--- src/rtl/ivg_pkg.sv ---
package ivg_pkg;
    // Positions of the fixed sources in the pending vector; channels follow.
    localparam int unsigned SRC_OVF    = 0;
    localparam int unsigned SRC_TOV    = 1;
    localparam int unsigned FIXED_SRCS = 2;
    // Spacing between consecutive vector codes.
    localparam int unsigned CODE_STEP  = 2;
endpackage

--- src/rtl/ivg_prio_enc.sv ---
module ivg_prio_enc #(
    parameter int unsigned NUM_SRC = 18,
    parameter int unsigned VEC_W   = 16
) (
    input  logic [NUM_SRC-1:0] pend,
    output logic [NUM_SRC-1:0] grant,
    output logic [VEC_W-1:0]   code,
    output logic               any_pend
);
    import ivg_pkg::*;

    // Chain of "some higher-priority source is pending" terms.
    logic [NUM_SRC:0] above;

    assign above[0] = 1'b0;

    for (genvar i = 0; i < NUM_SRC; i++) begin : g_chain
        assign above[i+1] = above[i] | pend[i];
        assign grant[i]   = pend[i] & ~above[i];
    end

    always_comb begin
        code = '0;
        for (int i = 0; i < NUM_SRC; i++) begin
            if (grant[i]) begin
                code = VEC_W'((i + 1) * CODE_STEP);
            end
        end
    end

    assign any_pend = above[NUM_SRC];
endmodule

--- src/rtl/ivg_flag_bank.sv ---
module ivg_flag_bank #(
    parameter int unsigned NUM_CH = 16
) (
    input  logic              clk,
    input  logic              rst,
    input  logic              ovf_set,
    input  logic              tov_set,
    input  logic [NUM_CH-1:0] chan_set,
    input  logic              vec_rd,
    input  logic              vec_wr,
    input  logic [NUM_CH+1:0] grant,
    input  logic [NUM_CH-1:0] mem_rd,
    input  logic              sw_wr_en,
    input  logic [NUM_CH-1:0] sw_wr_data,
    output logic [NUM_CH+1:0] pend
);
    import ivg_pkg::*;

    localparam int unsigned NUM_SRC = NUM_CH + FIXED_SRCS;

    typedef struct packed {
        logic [NUM_CH-1:0] chan;
        logic              tov;
        logic              ovf;
    } flags_t;

    flags_t flags_d, flags_q;

    always_comb begin
        logic [NUM_SRC-1:0] ack;
        logic [NUM_CH-1:0]  base;

        // Write discards any top source; read acknowledges overflow only.
        ack = '0;
        if (vec_wr) begin
            ack = grant;
        end else if (vec_rd) begin
            ack[SRC_OVF] = grant[SRC_OVF];
            ack[SRC_TOV] = grant[SRC_TOV];
        end

        base = sw_wr_en ? sw_wr_data : flags_q.chan;

        flags_d      = flags_q;
        flags_d.ovf  = (flags_q.ovf & ~ack[SRC_OVF]) | ovf_set;
        flags_d.tov  = (flags_q.tov & ~ack[SRC_TOV]) | tov_set;
        flags_d.chan = (base & ~mem_rd & ~ack[NUM_SRC-1:FIXED_SRCS]) | chan_set;
    end

    always_ff @(posedge clk) begin
        if (rst) begin
            flags_q <= '0;
        end else begin
            flags_q <= flags_d;
        end
    end

    assign pend = flags_q;
endmodule

--- src/rtl/adc_irq_vector.sv ---
module adc_irq_vector #(
    parameter int unsigned NUM_CH = 16,
    parameter int unsigned VEC_W  = 16
) (
    input  logic              clk,
    input  logic              rst,
    input  logic              ovf_set,
    input  logic              tov_set,
    input  logic [NUM_CH-1:0] chan_set,
    input  logic              vec_rd,
    input  logic              vec_wr,
    input  logic [NUM_CH-1:0] mem_rd,
    input  logic              sw_wr_en,
    input  logic [NUM_CH-1:0] sw_wr_data,
    output logic [VEC_W-1:0]  vec_word,
    output logic              irq
);
    import ivg_pkg::*;

    localparam int unsigned NUM_SRC = NUM_CH + FIXED_SRCS;

    logic [NUM_SRC-1:0] pend;
    logic [NUM_SRC-1:0] grant;

    ivg_flag_bank #(.NUM_CH(NUM_CH)) u_flags (
        .clk        (clk),
        .rst        (rst),
        .ovf_set    (ovf_set),
        .tov_set    (tov_set),
        .chan_set   (chan_set),
        .vec_rd     (vec_rd),
        .vec_wr     (vec_wr),
        .grant      (grant),
        .mem_rd     (mem_rd),
        .sw_wr_en   (sw_wr_en),
        .sw_wr_data (sw_wr_data),
        .pend       (pend)
    );

    ivg_prio_enc #(.NUM_SRC(NUM_SRC), .VEC_W(VEC_W)) u_enc (
        .pend     (pend),
        .grant    (grant),
        .code     (vec_word),
        .any_pend (irq)
    );
endmodule

--- config.mk ---
export PLATFORM = sky130hd
export DESIGN_NAME = adc_irq_vector
export DESIGN_NICKNAME = d
export VERILOG_FILES = /design/src/rtl/ivg_pkg.sv /design/src/rtl/ivg_prio_enc.sv /design/src/rtl/ivg_flag_bank.sv /design/src/rtl/adc_irq_vector.sv
export SDC_FILE = /design/constraint.sdc
export NUM_CORES = 1
export LEC_CHECK = 0
export BUFFER_PORTS_ARGS = -buffer_cell sky130_fd_sc_hd__buf_4
export CAP_MARGIN = 20
export CORE_MARGIN = 1
export CORE_UTILIZATION = 25
export CTS_BUF_LIST = sky130_fd_sc_hd__clkbuf_4 sky130_fd_sc_hd__clkbuf_8
export DETAILED_ROUTE_END_ITERATION = 12
export HOLD_SLACK_MARGIN = 0.1
export PLACE_DENSITY = 0.55
export SETUP_SLACK_MARGIN = 0.3
export SLEW_MARGIN = 30
export SYNTH_ARGS = -nofsm -noshare
export SYNTH_HDL_FRONTEND = slang
export SYNTH_SLANG_ARGS = --single-unit
--- constraint.sdc ---
create_clock -name clk -period 1.9 [get_ports clk]
set_input_delay 0.38 -clock clk [delete_from_list [all_inputs] [get_ports clk]]
set_output_delay 0.38 -clock clk [all_outputs]
set_load 0.005 [all_outputs]
# Yosys cells after proc, flatten, opt, wreduce, memory -nomap -nowiden
# Cells that the tools add are included.
# classes
muxes,22
bitwise_logic,62
# op_table
operator,count
2-to-1 mux 16 bit,19
AND 16 bit,2
NOT 16 bit,2
AND 1 bit,19
NOT 1 bit,19
bitwise OR 1 bit,19
bitwise OR 16 bit,1
2-to-1 mux 2 bit,3
# totals
regBits,18
inputBits,55

# Depth between registers and ports, before layout
# Gate-level depths: netlist (run 1).
# logic_depth
word_depth,22
depth_mapped,6
depth_no_buf,4

# Modules after synthesis
# A second synthesis (run 1) with hierarchy kept.
# unflattened
hier_cells,169
hier_area_um2,1408.9
# by_module_without_submodules
mod,instances,cells_each,area_per_inst_um2,seq_area_each_um2
ivg_flag_bank,1,97,942.2,360.3
ivg_prio_enc,1,72,466.7,0.0

# Worst setup path before layout (run 1)
# No wires, ideal clock.
# synth_timing
path_kind,reg-to-output
startpoint,"register u_flags.flags_q, in the netlist u_flags.pend[7]"
endpoint,output port vec_word[1]
arrival_time_ns,1.366
required_ns,1.520
path_slack_ns,0.154
path_stages_with_launch,5
n_path_buf,0
path_cell_list,dfxtp_1 -> nor4_2 -> and4b_4 -> o311a_1 -> or4_1
# synth_via
elab_chain_cells,13
word_cells_on_any_way,42
# synth_lines
element,line,rtl
start: declaration,ivg_flag_bank.sv:27,"flags_t flags_d, flags_q;"
start signal: assignment,ivg_flag_bank.sv:54,flags_q <= flags_d;
bitwise OR 1 bit,ivg_prio_enc.sv:18,assign above[i+1] = above[i] | pend[i];
NOT 1 bit or bitwise OR 1 bit (tied branches),"ivg_prio_enc.sv:19, ivg_prio_enc.sv:18",
"AND 1 bit, or another cell as far along",ivg_prio_enc.sv:19,assign grant[i] = pend[i] & ~above[i];
"2-to-1 mux 16 bit, or another cell as far along (8 in a row)",ivg_prio_enc.sv:25,if (grant[i]) begin
2-to-1 mux 16 bit or AND 1 bit (tied branches),"ivg_prio_enc.sv:25, ivg_prio_enc.sv:19",
2-to-1 mux 16 bit *,ivg_prio_enc.sv:25,
end: declaration,adc_irq_vector.sv:15,"output logic [VEC_W-1:0] vec_word,"
# Every way passes the cells marked *; elsewhere a longest branch is shown, timed or not.

# Final worst setup path (run 1)
# layout_timing
startpoint,"register u_flags.flags_q, in the netlist u_flags.pend[10]"
endpoint,output port vec_word[1]
# layout_via
elab_chain_cells,10
word_cells_on_any_way,30
# layout_lines
element,line
bitwise OR 1 bit,ivg_prio_enc.sv:18
NOT 1 bit or bitwise OR 1 bit (tied branches),"ivg_prio_enc.sv:19, ivg_prio_enc.sv:18"
"AND 1 bit, or another cell as far along",ivg_prio_enc.sv:19
"2-to-1 mux 16 bit, or another cell as far along (5 in a row)",ivg_prio_enc.sv:25
2-to-1 mux 16 bit or AND 1 bit (tied branches),"ivg_prio_enc.sv:25, ivg_prio_enc.sv:19"
2-to-1 mux 16 bit *,ivg_prio_enc.sv:25
# Marked as above.

==> results of run 1 <==
-- worst min path at each step --
stage / endpoint / cells after the start / from
6_report: u_flags.pend[10] / 2 / mem_rd[8]
2_1_floorplan: u_flags.pend[10] / 1 / mem_rd[8]
4_1_cts: u_flags.pend[10] / 2 / mem_rd[8]
5_1_grt: u_flags.pend[10] / 2 / mem_rd[8]
3_3_place_gp: u_flags.pend[8] / 3 / u_flags.pend[8]
3_5_place_dp: u_flags.pend[9] / 3 / u_flags.pend[9]
-- cells in the mapped netlist, drive strengths merged --
cell type,count,share of area (%)
clkbuf,2,0.61
nand2b,4,2.0
mux2i,16,13
o21ai,8,3.3
nor3,6,2.5
a211oi,1,0.61
nand4b,1,0.72
dfxtp,18,29
and4b,1,1.1
o41ai,2,1.4
nand3,1,0.41
nand2,5,1.5
nor4b,1,1.2
a21oi,14,5.7
or4,2,1.2
nor2,32,9.8
nor4bb,1,0.82
inv,10,3.1
conb,1,0.31
nand3b,1,0.61
o311a,1,0.82
buf,14,8.0
and2,1,0.51
a31oi,1,0.51
a311oi,4,2.9
or3b,1,0.72
a41oi,1,0.72
nand4,4,2.0
nor4,5,4.3
-- stage by stage --
stage / std cells / TNS, ps / hold WS, ps
floorplan: 169 / 0 / 484
detailed placement: 296 / 0 / 573
finish: 316 / -491 / 308
CTS: 311 / -522 / 306
global placement: 296 / 0 / 572
global route: 316 / -965 / 307
-- power by group through the flow --
| stage | Sequential (mW) | Clock [mW] | Combinational [mW] |
|---|---|---|---|
| 2_1_floorplan | 0.446 | 0 | 0.152 |
| 3_3_place_gp | 0.440 | 0 | 0.315 |
| 3_5_place_dp | 0.441 | 0 | 0.316 |
| 4_1_cts | 0.433 | 0.324 | 0.378 |
| 5_1_grt | 0.443 | 0.345 | 0.450 |
| 6_report | 0.438 | 0.323 | 0.412 |
-- cells by family after synthesis --
family / count (synthesis) / share of synthesized area [%]
flops: 18 / 29.4
buf+inv: 26 / 11.7
mux: 16 / 13.1
compound gates: 32 / 16.0
other cells: 1 / 0.306
simple gates: 66 / 29.5
-- what timing repair did --
item,4_1_cts,5_1_grt
pin swaps,17,26
endpoints found under the setup margin,7,21
buffers inserted,11,5
resized for setup,28,20
-- placed cells by master (no fill, tap or decap), types with 4 or more instances in the layout --
cell / netlist / layout
nor2_1: 32 / 32
a311oi_2: 0 / 4
conb_1: 1 / 11
buf_6: 0 / 7
inv_1: 10 / 10
mux2i_1: 16 / 16
buf_4: 11 / 84
clkbuf_8: 0 / 4
o21ai_0: 8 / 4
dfxtp_2: 0 / 9
nand4_1: 4 / 4
dfxtp_4: 0 / 5
dfxtp_1: 18 / 4
nor3_1: 6 / 4
a21oi_1: 14 / 12
-- cell type report --
cell class,instances,share of cell area [%]
Timing Repair Buffer,92,33.3
Multi-Input combinational cell,125,40.9
Inverter,10,1.71
Tap cell,67,3.82
Clock buffer,4,2.51
Sequential cell,18,17.8
-- worst register-to-register path: cells and delay by family (launching register included) --
kind	cells	cell delay, ps
buf+inv	3	340
flops	1	330
compound gates	2	340
simple gates	2	580
-- per-layer routing --
metal	GRT usage [%]	up-vias	share of wire, %
met3	3.19	4	5.5
met2	26.8	53	48
met5	0	-	0
li1	-	726	-
met1	20.0	675	45
met4	3.49	0	0.78
==> metrics.md, run 1 <==
| Metric | Value |
|---|---|
| Status | finished, violations left |
| Failing checks | negative setup slack |
| Grt ovf | 0 |
| Pwr/cell area | 535 nW/um2 |
| Wire length of the first global-routing pass | around 6.4 mm |
| Number of H-tree levels | 1 |
| Clock share of power | 27.5% |
| Netlist cell types | 32 |
| F_max | 0.474 GHz |
| Clock sink count | 18 |
| Final setup margin | -210 ps |
| First drt pass iteration count | 4 |
| RSZ-0062 raised after global routing | yes |
| Final Hold Fails | 0 |
| Root Buffer | clkbuf_8 |
| Area occupied by multi-input gates | about 900 um2 |
| Crit Path Class | reg -> out |
| Clk_skew | 0.620 ps |
| TritonCTS buffer count | 3 |
| Post-CTS Hold Fix Bufs | 0 |
| Pins Over Slew Limit | 0 |
| Synthesis warning total | 0 |
| Drt initial violations | 27 |
| Crit path to | vec_word[1] |
| Clock Pin Slew Worst Setup and Hold Paths | 70 ps |
| VDD IR-drop max | 246 uV |
| RR Startpoint | u_flags.pend[1] |
| Reg2Reg Setup Slack | 210 ps |
| Setup Slack @ Placement | 21.4 ps |
| Critical Path RT | 1520 ps |
| Gate power share | 35.1% |
| Leakage | around 1 nW |
| Slowest cell on the critical path | or4_4 |
| Share of power burned in registers | 37.4% |
| CTS max path bufs | 2 |
| NumNets Final | around 300 |
| Max-Cap Viols | 0 |
| Total number of vias | roughly 1500 |
| CP startpoint | u_flags.pend[10] |
| Gp weighted congestion | ~0.80 |
| Routed Wire Length | 3.98 mm |
| Register Area | 390 um2 |
| Largest stage delay on the critical path | between 400 and 500 ps |
| Diode count | 0 |
| Switching pwr | around 340 uW |
| Die W | 72.0 um |
| Crit Path Max Fanout | 4 |
| Max reg flops | 18 |
| WL/cell | 12.6 um |
| Residual DRC | 0 |
| Worst r2r dst | u_flags.pend[17] |
| Endpoints failing setup | 5 |
| I/O Pins | 72 |
| Layout cells sized above 1 | 54.2% |
| Syn Area/Cell | 7.70 um2 |
| Largest net degree at the start of global routing | 20 |
| Mapped cell area | between 1000 and 1500 um2 |
| Vias per inst | 4.61 |
| Dpl hpwl | 2.79 mm |
| HP Class | in -> reg |
| Largest delay share family, worst path | simple AND/OR/NAND/NOR gates |
| Internal power | between 800 and 900 uW |
| Starting Density | 25.9% |
| Tmin final | 2110 ps |
| CP bufs+invs | 1 |
| Sequential element share of the synthesized area | 29.4% |
| Design Power | 1.17 mW |
| Worst R2R Path Depth | 7 |
| Placed Area | 1820 um2 |
| Fin util | 46.4% |
| Startpoint type of the worst setup path | register |
| Vias in the first global route | about 1400 |
| CP Depth | 5 |
| Clk_lat worst skew | ~260 ps |
| Final design area excluding fillers | 2190 um2 |
| Area Growth Syn to Fin | 79.2% |
| Period Utilization, post-route | 111% |
| Detail Route Antenna Nets | 0 |
| Register bit total from synthesis | 18 |
| Initial antenna violation count | 0 |
| Post-synthesis cell count | 159 |
| Fill count | 475 |
| Worst Path Arrival | approximately 1700 ps |
| Critical Path, Cell by Cell | nor4_4, and4b_4, o311a_1, or4_4, buf_6 |
| Core Footprint | 4720 um2 |
| Row cnt | 25 |
| Die area | between 5000 and 6000 um2 |
| Port bufs | 60 |
| Die Y | just over 70 um |
| Switching part of the total power | 29.3% |
| Gr usage total | 15.5% |
| CTS tree | done |
| Worst Setup End Kind | output port |
No activity file was read; power rests on OpenSTA's default activity.
==> run 2, diff against run 1 <==
==> constraint.sdc (replaced) <==
create_clock -name clk -period 1.9 [get_ports clk]
set_input_delay 0.19 -clock clk [delete_from_list [all_inputs] [get_ports clk]]
set_output_delay 0.19 -clock clk [all_outputs]
set_load 0.005 [all_outputs]
==> metrics.md, run 2 (synthesis results as in run 1) <==
| Metric | Value |
|---|---|
| Clk_lat worst skew | between 200 and 300 ps |
| Crit Path Class | reg -> out |
| Area Growth Syn to Fin | 62.5% |
| RR Startpoint | u_flags.pend[7] |
| Startpoint type of the worst setup path | register |
| F_max | roughly 0.53 GHz |
| Port bufs | 60 |
| Gp weighted congestion | 0.836 |
| Placed insts | 287 |
| Root Buffer | clkbuf_8 |
| Layout cells sized above 1 | 48.5% |
| Wire length of the first global-routing pass | 5.80 mm |
| Critical Path, Cell by Cell | nor4_2, and4b_4, o311a_1, or4_4, buf_6 |
| TritonCTS buffer count | 3 |
| Reg2Reg Setup Slack | 380 ps |
| Dpl hpwl | 2.66 mm |
| Commonest non-fill, non-tap cells in the layout | buf_4, nor2_1, mux2i_1 |
| Diode count | 0 |
| Number of H-tree levels | 1 |
| CTS tree | done |
| Hold_sp | mem_rd[8] |
| HP Class | in -> reg |
| Crit Path Max Fanout | 4 |
| Gr usage total | 14.1% |
| Die Y | 72.0 um |
| Worst Path Arrival | 1710 ps |
| Max-Cap Viols | 0 |
| Core Footprint | 4720 um2 |
| Clk_skew | 1.25 ps |
| Final Hold Fails | 0 |
| Routed Wire Length | 3.78 mm |
| Failing checks | negative setup slack |
| Fin util | 42.1% |
| Pwr/cell area | roughly 530 nW/um2 |
| Register Area | 390 um2 |
| Status | finished, violations left |
| Initial antenna violation count | 0 |
| Hold endpoint | u_flags.pend[10] |
| Clock sink count | 18 |
| Tmin final | around 1900 ps |
| Starting Density | about a quarter |
| Grt ovf | 0 |
| Detail Route Antenna Nets | 0 |
| Total number of vias | 1353 |
| WL/cell | 12.7 um |
| NumNets Final | 288 |
| Most common cell after layout, fill and taps aside | buf_4 |
| Period Utilization, post-route | 100% |
| Drt initial violations | 47 |
| Fill count | 487 |
| Worst r2r dst | u_flags.pend[17] |
| Max reg flops | 18 |
| Critical Path RT | approximately 1700 ps |
| Row cnt | 25 |
| Residual DRC | 0 |
| CP bufs+invs | 1 |
| Endpoints failing setup | 1 |
| Die area | slightly above 5000 um2 |
| I/O Pins | 72 |
| Pins Over Slew Limit | 0 |
| RSZ-0062 raised after global routing | yes |
| Largest stage delay on the critical path | around 430 ps |
| Slowest cell on the critical path | or4_4 |
| Clock Pin Slew Worst Setup and Hold Paths | around 60 ps |
| First drt pass iteration count | 4 |
| Post-route insts no fill | 298 |
| CTS max path bufs | 2 |
| Final setup margin | -1.85 ps |
| Design Power | 1.05 mW |
| Worst Setup End Kind | output port |
| Worst R2R Path Depth | 5 |
| Vias per inst | between 4 and 5 |
| Largest net degree at the start of global routing | 20 |
| Vias in the first global route | between 1000 and 1500 |
| VDD IR-drop max | 376 uV |
| Hold path depth | 2 |
| Area occupied by multi-input gates | between 800 and 900 um2 |
| Leakage | between 0.9 and 1 nW |
| Largest delay share family, worst path | simple AND/OR/NAND/NOR gates |
| Die W | slightly above 70 um |
==> run 2: cell count changes in the layout (fill, tap and decap cells not counted), sizes merged <==
cell / delta
clkbuf: -1
buf: -17
==> run 2: worst max path at each step <==
stage	startpoint	endpoint	slack (ps)	cells past startpoint
finish	u_flags.pend[10]	vec_word[1]	-2	5
global placement	u_flags.pend[8]	vec_word[1]	180	5
global route	u_flags.pend[0]	vec_word[1]	-80	5
floorplan	u_flags.pend[7]	vec_word[1]	340	4
CTS	u_flags.pend[9]	vec_word[1]	-7	5
detailed placement	u_flags.pend[8]	vec_word[1]	140	5
==> run 2: what timing repair did <==
item	in CTS	in global routing
resized for setup	19	23
setup buffers	8	0
hold buffers	0	0
cloned	0	0
setup endpoints to repair	7	9
hold endpoints to repair	0	0
pin swaps	3	2
==> run 2: power by group <==
part / leakage [nW] / switching (mW) / internal, mW
Combinational: 0.728 / 0.147 / 0.198
Sequential: 0.155 / 0.0406 / 0.406
Clock: 0.0216 / 0.120 / 0.141
==> run 2: cell type report <==
cell class                 count  area share, %
sequential                    18           19.6
multi-input combinational    125           43.5
tap                           67           4.22
timing repair buffer          75           28.7
inverter                      10           1.89
clock buffer                   3           2.08
==> run 2: per-layer routing <==
metal / up-vias / part of all wire, % / global-route usage (%)
met4: 0 / 0.66 / 3.27
met3: 2 / 6.2 / 4.31
met2: 48 / 48 / 24.0
met1: 605 / 45 / 17.6
li1: 698 / - / -
met5: - / 0 / 0
==> run 2: through the flow <==
step | instance area [um2] | TNS [ps] | hold slack (ps) | setup WS (ps)
after floorplan | 1260 | 0 | 294 | 344
after global placement | 1740 | 0 | 397 | 177
after detailed placement | 1740 | 0 | 392 | 135
after CTS | 1890 | -7.28 | 116 | -7.28
after global routing | 1990 | -81.5 | 134 | -81.5
final | 1990 | -1.85 | 128 | -1.85
